$ cat src/rtl/lsc_pkg.sv
package lsc_pkg;
  localparam int WORD_W = 64;
  localparam int TAG_W  = 5;
  localparam int BST_W  = 27;
  localparam int WCT_W  = 32;

  // field order follows bit order 63..0 of a lane word
  typedef struct packed {
    logic [TAG_W-1:0] tag;
    logic [BST_W-1:0] burst;
    logic [WCT_W-1:0] wcnt;
  } lane_word_t;
endpackage

$ cat src/rtl/lsc_lane_track.sv
module lsc_lane_track
  import lsc_pkg::*;
#(
  parameter int LANE_IDX = 0
) (
  input  logic       clk,
  input  logic       rst,
  input  logic       en,
  input  logic       beat,
  input  logic       sob,
  input  lane_word_t word,
  output logic       swap_fault,
  output logic       seq_fault
);
  localparam logic [TAG_W-1:0] MY_TAG = TAG_W'(LANE_IDX);

  logic [BST_W-1:0] burst_q;
  logic [WCT_W-1:0] wcnt_q;
  logic             seeded_q;
  logic             wcnt_bad;
  logic             burst_bad;

  always_ff @(posedge clk) begin
    if (rst) begin
      burst_q  <= '0;
      wcnt_q   <= '0;
      seeded_q <= 1'b0;
    end else if (!en) begin
      seeded_q <= 1'b0;
    end else if (beat) begin
      burst_q  <= word.burst;
      wcnt_q   <= word.wcnt;
      seeded_q <= 1'b1;
    end
  end

  always_comb begin
    wcnt_bad  = (word.wcnt <= wcnt_q);
    burst_bad = sob ? (word.burst <= burst_q) : (word.burst != burst_q);
  end

  assign swap_fault = beat && (word.tag != MY_TAG);
  assign seq_fault  = beat && seeded_q && (wcnt_bad || burst_bad);


  no_seed_no_seq_chk: assert property (@(posedge clk) disable iff (rst)
    !seeded_q |-> !seq_fault);


  idle_hold_chk: assert property (@(posedge clk) disable iff (rst)
    !beat |=> ($stable(wcnt_q) && $stable(burst_q)));


  reseed_chk: assert property (@(posedge clk) disable iff (rst)
    !en |=> !seeded_q);
endmodule

$ cat config.mk
export PLATFORM = sky130hd
export DESIGN_NAME = lsc_lane_track
export DESIGN_NICKNAME = d
export VERILOG_FILES = /design/src/rtl/lsc_pkg.sv /design/src/rtl/lsc_lane_track.sv
export SDC_FILE = /design/constraint.sdc
export NUM_CORES = 1
export LEC_CHECK = 0
export BUFFER_PORTS_ARGS = -buffer_cell sky130_fd_sc_hd__clkbuf_2
export CAP_MARGIN = 25
export CORE_MARGIN = 3
export CORE_UTILIZATION = 31
export DETAILED_ROUTE_END_ITERATION = 10
export PLACE_DENSITY = 0.48
export SYNTH_ARGS = -nofsm -noshare
export SYNTH_HDL_FRONTEND = slang
export SYNTH_SLANG_ARGS = --single-unit
$ cat constraint.sdc
create_clock -name clk -period 2.3 [get_ports clk]
set_input_delay 0.115 -clock clk [delete_from_list [all_inputs] [get_ports clk]]
set_output_delay 0.115 -clock clk [all_outputs]
set_load 0.005 [all_outputs]
==> summary.md <==
| Metric | Value |
|---|---|
| Status | completed |
| Commonest non-fill, non-tap cell in the layout | nand2_1 |
| Number of port buffers | 70 |
| Sinks on the clock net | 60 |
| Largest net degree at the start of global routing | 49 |
| Routed Antenna Nets | 0 |
| Peak VDD IR | 322 µV |
| Fmax | 0.437 GHz |
| Setup TNS | 0 ns |
| Synthesized flop and latch total | 60 |
| Arrival time at the worst endpoint | 2.18 ns |
| Post-synth EDFFs | 0 |
| Post-route cell area | 4680 µm² |
| Synth Warn # | 0 |
| Worst-path clk slew | 0.05 ns |
| CP max FO | 2 |
| Final setup viols | 0 |
| Die width | 114 µm |
| Initial core utilization | between 30% and 40% |
| R2r startpoint | wcnt_q[26] |
| RSZ-0062 raised after global routing | true |
| Slew margin rel. | 60.9% |
| Min-Delay Startpoint | word[47] |
| Count of cell types in the netlist | 36 |
| Vias in the first global route | 3043 |
| Antenna fix cells | 0 |
| Flop pwr share | 38.4% |
| Clock Tree Root | clkbuf_16 |
| Hold Vio Cnt, Final | 0 |
| Internal | roughly 2.2 mW |
| Most frequent cells in the layout | nand2_1, a21oi_1, clkbuf_2, inv_1, dfxtp_1 |
| Post-DP HPWL | 6210 µm |
| Final GP Congestion | roughly 0.74 |
| CTS tree | built |
| Async set-reset flop share out of synthesis | 0% |
| Buffer depth of the longest clock path | 2 |
| Initial antenna violation count | 0 |
| Pins Over Slew Limit | 0 |
| Syn Nets | 602 |
| Syn_area_per_cell | 7.67 µm² |
| Post-Synthesis Cells | around 470 |
| Slew at the pin closest to its max-slew limit | just under 0.6 ns |
| Hold/Removal Path Class | input pin to flop |
| Most frequently used flop master after synthesis | dfxtp_1 |
| Max Cap Viol | 0 |
| First-pass GRT wire length | 14200 µm |
| Final core occ | a little over two fifths |
| DR vias/cell | 4.72 |
| Fin Clk Skew | 0 ns |
| Required time of the critical path | 2.18 ns |
| Post-synthesis sequential area ratio | 33.0% |
| Layout area overhead | 28.8% |
| Reg2reg path depth | 2 |
| WL/cell | 12.6 µm |
| Worst-Skew Late Latency | approximately 0.32 ns |
| Clk pwr share | 44.4% |
| Leak | 1.87 nW |
| Initial DRC count | 76 |
| Hold Path Stages | 3 |
| Global Route Usage Sum | 13.8% |
| TritonRoute pass-1 iters | 4 |
| WL final | 8640 µm |
| Crit start category | flop |
| Ratio of cells with drive above 1 in the final layout | between 20% and 30% |
| Switching power | 747 µW |
| Grt ovf | 0 |
| Row cnt | 38 |
| Critical path class | flop to primary output |
| Nets | 668 |
| Net Sw Frac | 25.7% |
| Fin crit period | approximately 2.3 ns |
| Hold_buf cts | 0 |
| Synth Cell Area | about 3600 µm² |
| Core area | 11100 µm² |
| DRC Markers | 0 |
| Hold EP | burst_q[15] |
| R2R Path End | wcnt_q[26] |
| I/O pin total | 71 |
| Die H | 114 µm |
| Combinational Power Share | 17.2% |
| Hold slack | between 0.02 and 0.03 ns |
| Placed cell area | 4150 µm² |
| H-tree levels | 3 |
| Pwr per Cell Area | 619 nW/µm² |
| FF-to-FF setup slack | 1.69 ns |
| Total power | a little under 3 mW |
| Crit. End Element | primary output |
| Final period utilization | 99.6% |
| TritonCTS Buffers | 9 |
| Die ar. | about 13000 µm² |
| Vias post-DR | 3231 |
worst max-delay path: stages (launching register included):
cell and delay (ns):
dfxtp_2 0.32, inv_1 0.04, ha_1 0.26, nand4_1 0.17
nor3_1 0.07, a22o_1 0.21, o311a_1 0.28, a31o_1 0.22
a21oi_2 0.15, buf_2 0.13
power groups by stage:
stage | clock network [mW] | registers, mW | logic, mW
global route | 1.38 | 1.12 | 0.576
finish | 1.29 | 1.11 | 0.499
floorplan | 0 | 1.13 | 0.296
detailed placement | 0 | 1.13 | 0.458
global placement | 0 | 1.13 | 0.452
CTS | 1.33 | 1.11 | 0.493
what timing repair did:
| action | CTS | global route |
|---|---|---|
| endpoints found under the setup margin | 1 | 1 |
| resized for setup | 16 | 13 |
| setup buffers | 2 | 0 |
| pin swaps | 7 | 5 |
worst max-delay path by stage:
stage | slack [ns] | end | depth (start not counted) | from
final | 0.009 | seq_fault | 9 | burst_q[15]
after global routing | -0.10 | seq_fault | 9 | burst_q[15]
after CTS | 0.002 | seq_fault | 9 | burst_q[20]
after detailed placement | 0.25 | seq_fault | 9 | burst_q[8]
after global placement | 0.25 | seq_fault | 9 | burst_q[10]
after floorplan | 0.55 | seq_fault | 8 | burst_q[14]
Yosys cell counts, drive strengths merged (5+ instances only):
cell    number  share of area, %
nand2      130                13
a21oi       81                11
dfxtp       60                33
ha          59                20
inv         59               6.1
clkbuf      13               1.3
nand4       13               3.2
buf          7              0.86
o21ai        7              0.96
a211oi       5               1.0
nand3        5              0.69
nor2         5              0.52
flip-flops by register name, summed over array words and instances (netlist names):
register  flops
burst_q      27
seeded_q      1
wcnt_q       32
stage by stage:
stage / worst slack (ns) / instances
6_report: 0.00911 / 684
5_1_grt: -0.101 / 684
4_1_cts: 0.00238 / 684
3_5_place_dp: 0.252 / 667
3_3_place_gp: 0.254 / 667
2_1_floorplan: 0.546 / 474
layout make-up:
class                      instances  area [µm²]
inverter                          59         221
clock buffer                      14         284
multi-input combinational        335        2360
timing repair buffer              75         425
sequential                        60        1210
tap                              140         175
fill                            1172        6440
clock inverter                     1        5.00
cell families (layout without fill, tap and decap cells):
family / Yosys count / count (layout) / synth area share, %
AOI/OAI and AO/OA: 108 / 108 / 17.6
and+or+nand+nor: 167 / 167 / 20.5
DFF: 60 / 60 / 33.0
adders and majority gates: 59 / 59 / 20.3
buffers and inverters: 79 / 149 / 8.29
xor gates and xnor gates: 1 / 1 / 0.241
layer usage:
metal / global-route usage (%) / routed length, µm / up-vias / share of wire (%)
met5: 0 / 0 / - / 0
met2: 23.8 / 4260 / 40 / 49
met1: 16.8 / 3970 / 1458 / 46
met4: 4.51 / 130 / 0 / 1.5
li1: - / - / 1722 / -
met3: 3.28 / 279 / 11 / 3.2
Power figures use the tool's default switching activity.
